## config.mk

```make
export PLATFORM = sky130hd
export DESIGN_NAME = vpcmd_decoder
export DESIGN_NICKNAME = d
export VERILOG_FILES = /design/src/rtl/vpcmd_pkg.sv /design/src/rtl/vpcmd_code_fix.sv /design/src/rtl/vpcmd_addr_step.sv /design/src/rtl/vpcmd_ctl_dec.sv /design/src/rtl/vpcmd_decoder.sv
export SDC_FILE = /design/constraint.sdc
export NUM_CORES = 1
export LEC_CHECK = 0
export ABC_AREA = 1
export BUFFER_PORTS_ARGS = -buffer_cell sky130_fd_sc_hd__buf_2
export CAP_MARGIN = 15
export CORE_MARGIN = 5
export CORE_UTILIZATION = 56
export CTS_CLUSTER_SIZE = 20
export DETAILED_ROUTE_END_ITERATION = 16
export PLACE_DENSITY = 0.85
export REMOVE_ABC_BUFFERS = 1
export SLEW_MARGIN = 30
export SYNTH_ARGS = -nofsm -noshare
export SYNTH_HDL_FRONTEND = slang
export SYNTH_SLANG_ARGS = --single-unit
```

## constraint.sdc

```tcl
create_clock -name clk -period 3.5 [get_ports clk]
set_input_delay 0.7 -clock clk [delete_from_list [all_inputs] [get_ports clk]]
set_output_delay 0.7 -clock clk [all_outputs]
set_load 0.01 [all_outputs]
```

## src/rtl/vpcmd_pkg.sv

```systemverilog
package vpcmd_pkg;
  localparam int ADDR_W  = 16;
  localparam int CODE_W  = 6;
  localparam int WORD_W  = 16;
  localparam int LOW_W   = ADDR_W - 2;
  localparam int IDX_W   = 5;
  localparam int VAL_W   = 8;

  localparam logic [CODE_W-1:0] CODE_VRD_WORD = 6'h00;
  localparam logic [CODE_W-1:0] CODE_VRD_BYTE = 6'h0C;
  localparam logic [1:0]        TAG_REGWR     = 2'b10;

  typedef enum logic [2:0] {
    OP_IDLE,
    OP_CTL_WR,
    OP_CTL_RD,
    OP_DAT_WR,
    OP_DAT_RD
  } op_e;

  typedef struct packed {
    logic [ADDR_W-1:0] addr;
    logic [CODE_W-1:0] code;
    logic              pend;
    logic              fetched;
  } acc_state_t;
endpackage

```

## src/rtl/vpcmd_code_fix.sv

```systemverilog
module vpcmd_code_fix
  import vpcmd_pkg::*;
(
  input  logic [CODE_W-1:0] code_in,
  input  logic              mode5,
  output logic [CODE_W-1:0] code_out
);
  always_comb begin
    code_out = code_in;
    if (!mode5 && code_in == CODE_VRD_WORD) code_out = CODE_VRD_BYTE;
  end
endmodule

```

## src/rtl/vpcmd_addr_step.sv

```systemverilog
module vpcmd_addr_step
  import vpcmd_pkg::*;
#(
  parameter int INC_W = 8
) (
  input  logic [ADDR_W-1:0] addr_in,
  input  logic [INC_W-1:0]  inc,
  input  logic              mode5,
  output logic [ADDR_W-1:0] addr_out
);
  logic [ADDR_W-1:0] extra;

  always_comb begin
    extra    = mode5 ? '0 : ADDR_W'(1);
    addr_out = addr_in + ADDR_W'(inc) + extra;
  end
endmodule

```

## src/rtl/vpcmd_ctl_dec.sv

```systemverilog
module vpcmd_ctl_dec
  import vpcmd_pkg::*;
(
  input  acc_state_t        cur,
  input  logic [WORD_W-1:0] word,
  input  logic              mode5,
  output acc_state_t        nxt,
  output logic              reg_hit,
  output logic [IDX_W-1:0]  idx,
  output logic [VAL_W-1:0]  val
);
  logic [CODE_W-1:0] first_code;
  logic [CODE_W-1:0] first_fixed;

  always_comb begin
    first_code = mode5 ? {cur.code[CODE_W-1:2], word[WORD_W-1 -: 2]}
                       : {{(CODE_W-2){1'b0}}, word[WORD_W-1 -: 2]};
  end

  vpcmd_code_fix u_fix (
    .code_in  (first_code),
    .mode5    (mode5),
    .code_out (first_fixed)
  );

  always_comb begin
    nxt     = cur;
    reg_hit = 1'b0;
    idx     = word[12:8];
    val     = word[VAL_W-1:0];
    if (cur.pend) begin
      nxt.addr[ADDR_W-1 -: 2]   = word[1:0];
      nxt.code[CODE_W-1:2]      = word[7:4];
      nxt.pend                  = 1'b0;
      nxt.fetched               = 1'b0;
    end else begin
      nxt.addr[LOW_W-1:0] = word[LOW_W-1:0];
      nxt.code            = first_fixed;
      if (word[WORD_W-1 -: 2] == TAG_REGWR) begin
        reg_hit = 1'b1;
      end else if (mode5) begin
        nxt.pend = 1'b1;
      end else begin
        nxt.fetched = 1'b0;
      end
    end
  end
endmodule

```

## src/rtl/vpcmd_decoder.sv

```systemverilog
module vpcmd_decoder
  import vpcmd_pkg::*;
#(
  parameter int INC_W = 8
) (
  input  logic              clk,
  input  logic              rst_n,
  input  logic              ctl_wr,
  input  logic [WORD_W-1:0] ctl_wdata,
  input  logic              ctl_rd,
  input  logic              data_wr,
  input  logic              data_rd,
  input  logic              fetch_done,
  input  logic              mode5_en,
  input  logic [INC_W-1:0]  autoinc,
  output logic [ADDR_W-1:0] acc_addr,
  output logic [CODE_W-1:0] acc_code,
  output logic              cmd_pending,
  output logic              reg_we,
  output logic [IDX_W-1:0]  reg_idx,
  output logic [VAL_W-1:0]  reg_val,
  output logic              wq_valid,
  output logic [ADDR_W-1:0] wq_addr,
  output logic [CODE_W-1:0] wq_code
);
  acc_state_t        st_q, st_d, dec_st;
  op_e               op;
  logic              dec_hit;
  logic [IDX_W-1:0]  dec_idx;
  logic [VAL_W-1:0]  dec_val;
  logic [ADDR_W-1:0] step_addr;
  logic [CODE_W-1:0] rd_raw, rd_fixed;
  logic              reg_we_d, wq_valid_d;
  logic              fetched_q;

  always_comb begin
    if (ctl_wr)       op = OP_CTL_WR;
    else if (ctl_rd)  op = OP_CTL_RD;
    else if (data_wr) op = OP_DAT_WR;
    else if (data_rd) op = OP_DAT_RD;
    else              op = OP_IDLE;
  end

  vpcmd_ctl_dec u_dec (
    .cur     (st_q),
    .word    (ctl_wdata),
    .mode5   (mode5_en),
    .nxt     (dec_st),
    .reg_hit (dec_hit),
    .idx     (dec_idx),
    .val     (dec_val)
  );

  vpcmd_addr_step #(.INC_W(INC_W)) u_step (
    .addr_in  (st_q.addr),
    .inc      (autoinc),
    .mode5    (mode5_en),
    .addr_out (step_addr)
  );

  assign rd_raw = st_q.code & ~CODE_W'(1);

  vpcmd_code_fix u_rdfix (
    .code_in  (rd_raw),
    .mode5    (mode5_en),
    .code_out (rd_fixed)
  );

  always_comb begin
    st_d       = st_q;
    reg_we_d   = 1'b0;
    wq_valid_d = 1'b0;
    unique case (op)
      OP_CTL_WR: begin
        st_d     = dec_st;
        reg_we_d = dec_hit;
      end
      OP_CTL_RD: st_d.pend = 1'b0;
      OP_DAT_WR: begin
        st_d.pend  = 1'b0;
        st_d.addr  = step_addr;
        wq_valid_d = 1'b1;
      end
      OP_DAT_RD: begin
        st_d.pend    = 1'b0;
        st_d.code    = rd_fixed;
        st_d.fetched = 1'b0;
        if (st_q.fetched) st_d.addr = step_addr;
      end
      default: if (fetch_done) st_d.fetched = 1'b1;
    endcase
  end

  always_ff @(posedge clk or negedge rst_n) begin
    if (!rst_n) begin
      st_q     <= '0;
      reg_we   <= 1'b0;
      wq_valid <= 1'b0;
    end else begin
      st_q     <= st_d;
      reg_we   <= reg_we_d;
      wq_valid <= wq_valid_d;
    end
  end

  always_ff @(posedge clk or negedge rst_n) begin
    if (!rst_n) begin
      reg_idx <= '0;
      reg_val <= '0;
    end else if (reg_we_d) begin
      reg_idx <= dec_idx;
      reg_val <= dec_val;
    end
  end

  always_ff @(posedge clk or negedge rst_n) begin
    if (!rst_n) begin
      wq_addr <= '0;
      wq_code <= '0;
    end else if (wq_valid_d) begin
      wq_addr <= st_q.addr;
      wq_code <= st_q.code | CODE_W'(1);
    end
  end

  assign acc_addr    = st_q.addr;
  assign acc_code    = st_q.code;
  assign cmd_pending = st_q.pend;
  assign fetched_q   = st_q.fetched;
endmodule

```

==> results of run 1 <==
## metal layers
layer / vias to the layer above / GRT usage, % / wire length, um
li1: 1541 / - / -
met4: 0 / 6.52 / 126
met5: - / 0 / 0
met1: 1418 / 32.7 / 3560
met3: 13 / 7.03 / 620
met2: 125 / 38.5 / 3830
## stage by stage
step	instances	total power [mW]	setup slack (ns)	utilization, %
2_1_floorplan	415	1.31	1.19	-
3_3_place_gp	580	1.55	0.949	67.2
3_5_place_dp	580	1.57	0.897	67.2
4_1_cts	596	2.29	1.20	71.2
5_1_grt	596	2.43	1.02	71.2
6_report	596	2.28	1.20	71.2
## final cells by class
cell class / instances / share of cell area, %
repair buffers: 93 / 11.8
clock inverters: 4 / 1.76
clock buffers: 12 / 3.91
well taps: 72 / 2.27
inverters: 61 / 5.77
flip-flops and latches: 61 / 38.4
multi-input cells: 293 / 36.0
## power by group
| part | total [mW] | switching, mW | leakage (nW) | internal, mW |
|---|---|---|---|---|
| Clock | 0.714 | 0.277 | 0.116 | 0.438 |
| Sequential | 0.917 | 0.0858 | 0.751 | 0.831 |
| Combinational | 0.646 | 0.402 | 1.41 | 0.244 |
## state kept, by name, indices dropped and copies added (netlist names)
signal,flops
reg_idx,5
acc_addr,16
acc_code,6
cmd_pending,1
wq_code,6
reg_we,1
reg_val,8
fetched_q,1
wq_valid,1
wq_addr,16
## worst max-delay path, cell delays in order
cell and delay, ns:
buf_2 0.15, fa_1 0.45, fa_1 0.41, inv_1 0.09, nand3_1 0.06, nand3_1 0.11, nand2_1 0.06, nand2_1 0.13
nand3_1 0.08, o21ai_0 0.10, nand2_1 0.09, nand2_1 0.07, inv_1 0.04
## worst min-delay path by stage
stage,startpoint,end
6_report,rst_n,wq_code[0]
5_1_grt,rst_n,wq_code[0]
4_1_cts,rst_n,wq_code[0]
3_5_place_dp,wq_code[0],wq_code[0]
3_3_place_gp,wq_code[0],wq_code[0]
2_1_floorplan,rst_n,acc_addr[0]
## cell families (layout without fill, tap and decap cells)
| kind of cell | after synthesis | in the layout | share of synthesized area, % |
|---|---|---|---|
| xor gates and xnor gates | 3 | 3 | 0.808 |
| DFF | 61 | 61 | 46.9 |
| buffers and inverters | 71 | 170 | 9.19 |
| adders and majority gates | 9 | 9 | 3.92 |
| AOI/OAI and AO/OA | 66 | 66 | 10.8 |
| and+or+nand+nor | 215 | 215 | 28.4 |
## layout by cell type (no fill, tap or decap), types with 11 or more instances in the layout
cell and instances:
nor2_1 22, clkbuf_8 11, buf_2 91, dfrtp_1 61, nand2_1 143, inv_1 57, nand3_1 28, a21oi_1 11
o21ai_0 40
==> impl_metrics.env, run 1 <==
export IMPL_status="complete, no violations"
export IMPL_max_freq_mhz=434
export IMPL_vias_per_cell=5.20
export IMPL_antenna_found_initial=0
export IMPL_rrSetupSlack_ns=1.35
export IMPL_pin_count=92
export IMPL_yosys_top_cells_area="dfrtp_1 (47%), nand2_1 (16%), inv_1 (6.6%)"
export IMPL_powerDensity_nw_per_um2=574
export IMPL_async_flop_share_pct=100
export IMPL_synth_most_common_cell="nand2_1"
export IMPL_setup_viol=0
export IMPL_avgSynthCellArea_um2=7.66
export IMPL_synth_edf_count=0
export IMPL_final_max_slew_viol_count=0
export IMPL_dieArea_um2=7440
export IMPL_overflow=0
export IMPL_drt_first_pass_iters=4
export IMPL_postRouteAntennaNets=0
export IMPL_grt_pass1_vias=2984
export IMPL_synth_top_area_share_pct=46.9
export IMPL_cts_hold_buf=0
export IMPL_syn_instance_count=425
export IMPL_multi_input_area_um2=1430
export IMPL_cts_root_buffer="clkbuf_8"
export IMPL_fp_coreArea_um2=5570
export IMPL_fin_area_um2=3970
export IMPL_yosysWarnings=0
export IMPL_fin_crit_sh_pct=65.8
export IMPL_die_y_um=86.2
export IMPL_cap_violations=0
export IMPL_synth_top_area_cell="dfrtp_1"
export IMPL_fin_crit_ns=2.30
export IMPL_cts_resized=0
export IMPL_cts_buffers=9
export IMPL_crit_fanout=6
export IMPL_critPathKind="input port to register"
export IMPL_crit_end="acc_addr[8]"
export IMPL_finalHoldViolCount=0
export IMPL_hp_class="input port to asynchronous set/reset pin"
export IMPL_postCtsSetupBuffers=0
export IMPL_nets=560
export IMPL_postPlaceCellArea_um2=3740
export IMPL_area_delta_synth_final_pct=22.0
export IMPL_hpwl_mm=6.02
export IMPL_grt_max_degree=43
export IMPL_ys_seq_elements=61
export IMPL_p_leak_nw=2.28
export IMPL_worstSkewPairLatency_ns=0.34
export IMPL_port_buffers=91
export IMPL_r2r_start="acc_addr[0]"
export IMPL_wl_per_cell_um=13.6
export IMPL_cts_tree="done"
export IMPL_fin_skew_ns=0.00640
export IMPL_crit_required_ns=3.73
export IMPL_rows=27
export IMPL_end_kind="register"
export IMPL_setup_worst_path_start_class="input port"
export IMPL_whs_ns=0.129
export IMPL_num_vias=3097
export IMPL_yosys_top_cells_count="nand2_1 (143), dfrtp_1 (61), inv_1 (57)"
export IMPL_diodes=0
export IMPL_grt_usage_pct=24.2
export IMPL_globalplace_congestion=0.871
export IMPL_start_util_pct=58.4
export IMPL_synth_distinct_cells=32
export IMPL_max_slew_margin_rel_pct=52.1
export IMPL_drt_wl_total_mm=8.13
export IMPL_fin_tns_setup_ns=0
export IMPL_cts_sinks=61
export IMPL_vdd_drop_max_v=0.000371
export IMPL_clock_path_buffers=2
export IMPL_drive_above_1_share_pct=23.5
export IMPL_tightest_slew_ns=0.718
export IMPL_synth_ff_type="dfrtp_1"
export IMPL_ctsHtreeMaxLevel=3
export IMPL_ys_seq_area_share_pct=46.9
export IMPL_drc=0
export IMPL_rsz0062_at_grt="false"
export IMPL_regToRegEndpoint="acc_addr[8]"
export IMPL_critPathLaunch="mode5_en"
export IMPL_netlist_area_um2=3250
export IMPL_drtIter0Drc=244
export IMPL_fillerInstances=461
export IMPL_clk_pin_slew_ns=0.07
export IMPL_reg2regPathDepth=13
export IMPL_seq_area_um2=1530
export IMPL_grt_pass1_wl_mm=14.1
export IMPL_fp_dieW_um=86.2
export IMPL_critical_path_arrival_ns=2.54
Power figures use the tool's default switching activity.
==> run 2: changes to the inputs <==
- CORE_UTILIZATION: 56 -> 47
- PLACE_DENSITY: 0.85 -> 0.76
- clock period: 3.5 -> 2 ns (I/O delays scaled with it)
==> run 2 against run 1 <==
Cell count rose by 2.7%. Clock power increased by 75%. Sequential power up 76%. Flip-flop and latch count unchanged. Cell area grew 2.8%. Setup slack got worse by 1.1 ns. Hold slack got worse by 0.062 ns. Die area rose by 17%.
==> impl_metrics.env, run 2 (same netlist as run 1, synthesis figures left out) <==
export IMPL_status="complete, no violations"
export IMPL_nets=568
export IMPL_drt_first_pass_iters=4
export IMPL_hp_class="input port to asynchronous set/reset pin"
export IMPL_dpl_cell_count=594
export IMPL_grt_max_degree=62
export IMPL_cts_hold_buf=0
export IMPL_reg2regPathDepth=13
export IMPL_vdd_drop_max_v=0.000543
export IMPL_drc=0
export IMPL_dieArea_um2=8690
export IMPL_final_max_slew_viol_count=0
export IMPL_ctsHtreeMaxLevel=3
export IMPL_cts_root_buffer="clkbuf_8"
export IMPL_postRouteAntennaNets=0
export IMPL_grt_pass1_vias=3023
export IMPL_globalplace_congestion=0.943
export IMPL_cts_tree="done"
export IMPL_port_buffers=91
export IMPL_area_delta_synth_final_pct=25.4
export IMPL_antenna_found_initial=0
export IMPL_rows=30
export IMPL_r2r_start="acc_addr[0]"
export IMPL_start_util_pct=48.2
export IMPL_worst_slack_ns=0.132
export IMPL_fin_crit_ns=1.87
export IMPL_post_place_ws_ns=-0.255
export IMPL_crit_buf_inv=3
export IMPL_crit_required_ns=2.24
export IMPL_critical_path_arrival_ns=2.11
export IMPL_pin_count=92
export IMPL_grt_pass1_wl_mm=14.2
export IMPL_rrSetupSlack_ns=0.13
export IMPL_final_cells=612
export IMPL_fillerInstances=624
export IMPL_slowest_delay_ns=0.36
export IMPL_clock_path_buffers=2
export IMPL_rsz0062_at_grt="false"
export IMPL_end_kind="register"
export IMPL_critPathLaunch="acc_addr[0]"
export IMPL_powerDensity_nw_per_um2=992
export IMPL_fin_skew_ns=0.00882
export IMPL_drtIter0Drc=170
export IMPL_hpwl_mm=6.33
export IMPL_drt_wl_total_mm=8.56
export IMPL_fp_dieW_um=93.2
export IMPL_overflow=0
export IMPL_cp_depth=13
export IMPL_crit_end="acc_addr[8]"
export IMPL_fp_coreArea_um2=6760
export IMPL_clk_pin_slew_ns=0.07
export IMPL_max_freq_mhz=535
export IMPL_regToRegEndpoint="acc_addr[8]"
export IMPL_final_common_cell="nand2_1"
export IMPL_cts_sinks=61
export IMPL_path_cells="inv_2, fa_2, fa_2, inv_2, nand3_2, nand3_2, nand2_2, nand2_4, nand3_1, o21ai_1, nand2_1, nand2_1, inv_1"
export IMPL_num_vias=3128
export IMPL_vias_per_cell=5.11
export IMPL_finalHoldViolCount=0
export IMPL_die_y_um=93.2
export IMPL_grt_usage_pct=20.9
export IMPL_critPathKind="register to register"
export IMPL_tightest_slew_ns=0.762
export IMPL_wl_per_cell_um=14.0
export IMPL_setup_worst_path_start_class="register"
export IMPL_diodes=0
export IMPL_p_leak_nw=2.32
export IMPL_postPlaceCellArea_um2=3810
export IMPL_fin_crit_sh_pct=93.4
export IMPL_fin_area_um2=4080
export IMPL_fin_util_pct=60.4
export IMPL_setup_viol=0
export IMPL_cap_violations=0
export IMPL_worstSkewPairLatency_ns=0.34
export IMPL_critPathTopFamily="adder cells"
export IMPL_final_cell_mix="nand2_1 (141), buf_2 (91), dfrtp_1 (61)"
export IMPL_max_slew_margin_rel_pct=49.1
export IMPL_cts_buffers=9
export IMPL_crit_fanout=4
export IMPL_drive_above_1_share_pct=26.3
export IMPL_worst_path_max_delay_cell="dfrtp_1"
## run 2: changes by cell type in the layout (fill, tap and decap cells not counted), sizes merged
cell	previous run	this run
buf	93	101
## run 2: final cells by class
class,count,area (um2),share of cell area (%)
inverter,61,229,5.61
tap,80,100,2.45
clock buffer,12,155,3.80
timing repair buffer,101,543,13.3
sequential,61,1530,37.4
clock inverter,4,70.1,1.72
multi-input combinational,293,1460,35.7
## run 2: repair_timing
| action | CTS | global route |
|---|---|---|
| buffers inserted | 0 | 2 |
| gates resized for setup | 2 | 9 |
| setup endpoints to repair | 2 | 6 |
| cloned | 0 | 0 |
| pin swaps | 0 | 2 |
## run 2: stage by stage
step                setup TNS [ns]  power [mW]  hold slack (ns)
floorplan                  -0.0147        2.29            0.104
global placement            -0.726        2.76            0.435
detailed placement          -0.966        2.79            0.440
CTS                              0        4.04           0.0698
global route                     0        4.33           0.0819
finish                           0        4.05           0.0674
## run 2: metal layers
metal	GRT usage, %	vias to the layer above	part of all wire [%]
met4	8.67	0	1.9
met2	32.9	102	46
met1	27.3	1468	45
met5	0	-	0
li1	-	1547	-
met3	5.71	11	7.2
## run 2: worst register-to-register path, cell delays in order, from the launching register on
cell and delay, ns:
dfrtp_1 0.36, inv_2 0.05, fa_2 0.34, fa_2 0.35
inv_2 0.07, nand3_2 0.06, nand3_2 0.09, nand2_2 0.06
nand2_4 0.07, nand3_1 0.06, o21ai_1 0.08, nand2_1 0.06
nand2_1 0.07, inv_1 0.04
## run 2: worst min-delay path by stage
| stage | from | to | cells after the start | slack (ns) |
|---|---|---|---|---|
| after floorplan | rst_n | acc_addr[0] | 0 | 0.10 |
| after global placement | rst_n | wq_code[0] | 2 | 0.44 |
| after detailed placement | rst_n | wq_code[0] | 2 | 0.44 |
| after CTS | rst_n | wq_code[3] | 2 | 0.07 |
| after global routing | rst_n | wq_code[3] | 2 | 0.08 |
| final | rst_n | wq_code[3] | 2 | 0.07 |
## run 2: report_power, final
part / leakage, nW / internal (mW) / switching, mW
clock network: 0.116 / 0.766 / 0.480
registers: 0.751 / 1.45 / 0.160
logic: 1.45 / 0.468 / 0.720
==> run 3: changes to the inputs <==
- BUFFER_PORTS_ARGS: -buffer_cell sky130_fd_sc_hd__buf_2 -> -buffer_cell sky130_fd_sc_hd__buf_4
==> run 3 against run 2 <==
The run now ends with setup timing left. Hold slack better by 0.070 ns. Register-to-register slack got worse by 0.19 ns. Maximum frequency is 9.4% lower. First-iteration DRC count increased by 12%. Via count increased by 2.4%. Clock power rose by 8%. Clock skew decreased by 0.00081 ns. Cell count grew 0.33%. Sequential power barely moved. Sequential share of layout area fell by 2.3 points. Critical endpoint unchanged. Largest cell class unchanged.
==> impl_metrics.env, run 3 (same netlist as run 1, synthesis figures left out) <==
export IMPL_status="complete, but fails checks"
export IMPL_violations="setup timing"
export IMPL_finalHoldViolCount=0
export IMPL_worstSkewPairLatency_ns=0.35
export IMPL_tightest_slew_ns=0.807
export IMPL_fin_util_pct=64.3
export IMPL_grt_pass1_vias=3170
export IMPL_postRouteAntennaNets=0
export IMPL_vdd_drop_max_v=0.000522
export IMPL_die_y_um=93.2
export IMPL_final_max_slew_viol_count=0
export IMPL_diodes=0
export IMPL_drt_first_pass_iters=4
export IMPL_rsz0062_at_grt="true"
export IMPL_p_leak_nw=2.39
export IMPL_drive_above_1_share_pct=27.9
export IMPL_wl_per_cell_um=15.2
export IMPL_setup_viol=3
export IMPL_cts_sinks=61
export IMPL_fin_skew_ns=0.00802
export IMPL_crit_required_ns=2.24
export IMPL_dieArea_um2=8690
export IMPL_area_delta_synth_final_pct=33.6
export IMPL_vias_per_cell=5.22
export IMPL_setup_worst_path_start_class="register"
export IMPL_grt_pass1_wl_mm=15.3
export IMPL_fillerInstances=624
export IMPL_slowest_delay_ns=0.40
export IMPL_max_slew_margin_rel_pct=46.2
export IMPL_drc=0
export IMPL_fp_dieW_um=93.2
export IMPL_worst_path_max_delay_cell="fa_2"
export IMPL_worst_slack_ns=-0.0611
export IMPL_cts_root_buffer="clkbuf_8"
export IMPL_port_buffers=91
export IMPL_ctsHtreeMaxLevel=3
export IMPL_drt_wl_total_mm=9.34
export IMPL_cts_buffers=9
export IMPL_nets=570
export IMPL_max_freq_mhz=485
export IMPL_critical_path_arrival_ns=2.30
export IMPL_powerDensity_nw_per_um2=1000
export IMPL_clk_pin_slew_ns=0.07
export IMPL_hp_class="input port to asynchronous set/reset pin"
export IMPL_pin_count=92
export IMPL_fin_tns_setup_ns=-0.0881
export IMPL_crit_buf_inv=3
export IMPL_clock_path_buffers=2
export IMPL_cap_violations=0
export IMPL_power_mw=4.35
export IMPL_fp_coreArea_um2=6760
export IMPL_antenna_found_initial=0
export IMPL_grt_usage_pct=22.4
export IMPL_rows=30
export IMPL_final_common_cell="nand2_1"
export IMPL_fin_crit_ns=2.06
export IMPL_path_cells="inv_2, fa_2, fa_2, inv_2, nand3_2, nand3_2, nand2_2, nand2_4, nand3_2, o21ai_2, nand2_1, nand2_1, inv_2"
export IMPL_start_util_pct=48.2
export IMPL_crit_fanout=4
export IMPL_globalplace_congestion=0.923
export IMPL_num_vias=3203
export IMPL_overflow=0
export IMPL_hpwl_mm=6.57
export IMPL_final_cell_mix="nand2_1 (139), buf_4 (103), dfrtp_1 (61)"
export IMPL_rrSetupSlack_ns=-0.06
export IMPL_critPathTopFamily="adder cells"
export IMPL_grt_max_degree=62
export IMPL_critPathKind="register to register"
export IMPL_drtIter0Drc=191
export IMPL_cts_tree="done"
export IMPL_end_kind="register"
export IMPL_fin_crit_sh_pct=103
-- run 3: cell types whose count changed in the layout (fill, tap and decap cells not counted), moves of 2 or more --
| cell | before | now |
|---|---|---|
| nand2_2 | 2 | 4 |
| buf_2 | 91 | 0 |
| buf_4 | 9 | 103 |
| nand3_1 | 26 | 24 |
| clkbuf_8 | 11 | 9 |
| nand2_1 | 141 | 139 |
| nand3_2 | 3 | 5 |
| o21ai_0 | 39 | 37 |
-- run 3: repair_timing --
item	4_1_cts	5_1_grt
buffers inserted	0	4
hold buffers	0	0
endpoints found under the setup margin	2	6
gates resized for setup	3	17
pin swaps	0	6
-- run 3: per-layer routing --
metal / GRT usage (%) / wire length (um) / vias to the layer above
met5: 0 / 0 / -
met4: 9.28 / 314 / 0
met3: 5.79 / 661 / 24
met2: 35.2 / 4320 / 117
met1: 29.4 / 4050 / 1503
li1: - / - / 1559
-- run 3: worst paths after layout --
| kind | to | cells after the start | from |
|---|---|---|---|
| max in group asynchronous | acc_code[2] | 1 | rst_n |
| min reg2reg | wq_code[0] | 1 | wq_code[0] |
| max reg2reg | acc_addr[8] | 13 | acc_addr[0] |
| min in group clk | reg_val[3] | 3 | ctl_wdata[3] |
| max | acc_addr[8] | 13 | acc_addr[0] |
| min | reg_val[4] | 1 | rst_n |
-- run 3: worst reg2reg max path: cells and delay by family, from the launching register on --
family / cells / cell delay [ns]
AO/OA/AOI/OAI: 1 / 0.08
adder cells (fa/ha/maj): 2 / 0.80
buffers and inverters: 3 / 0.17
flip-flops: 1 / 0.38
AND/OR/NAND/NOR: 7 / 0.51
-- run 3: where the power goes --
group          internal (mW)  total [mW]  switching, mW
sequential              1.45        1.63          0.174
clock                  0.828        1.35          0.523
combinational          0.615        1.37          0.760
-- run 3: area by class of cell --
type	count	area [um2]	share of cell area, %
flip-flops and latches	61	1530	35.1
multi-input cells	293	1480	34.0
repair buffers	103	773	17.8
inverters	61	229	5.27
clock buffers	10	128	2.94
clock inverters	6	111	2.56
well taps	80	100	2.30
-- run 3: per-stage QoR --
stage / hold slack [ns] / instances / instance area, um2 / worst slack (ns)
floorplan: 0.104 / 415 / 3180 / -0.0147
global placement: 0.456 / 594 / 4030 / -0.201
detailed placement: 0.460 / 594 / 4030 / -0.284
CTS: 0.158 / 610 / 4270 / 0.00366
global route: 0.198 / 614 / 4350 / -0.178
finish: 0.137 / 614 / 4350 / -0.0611
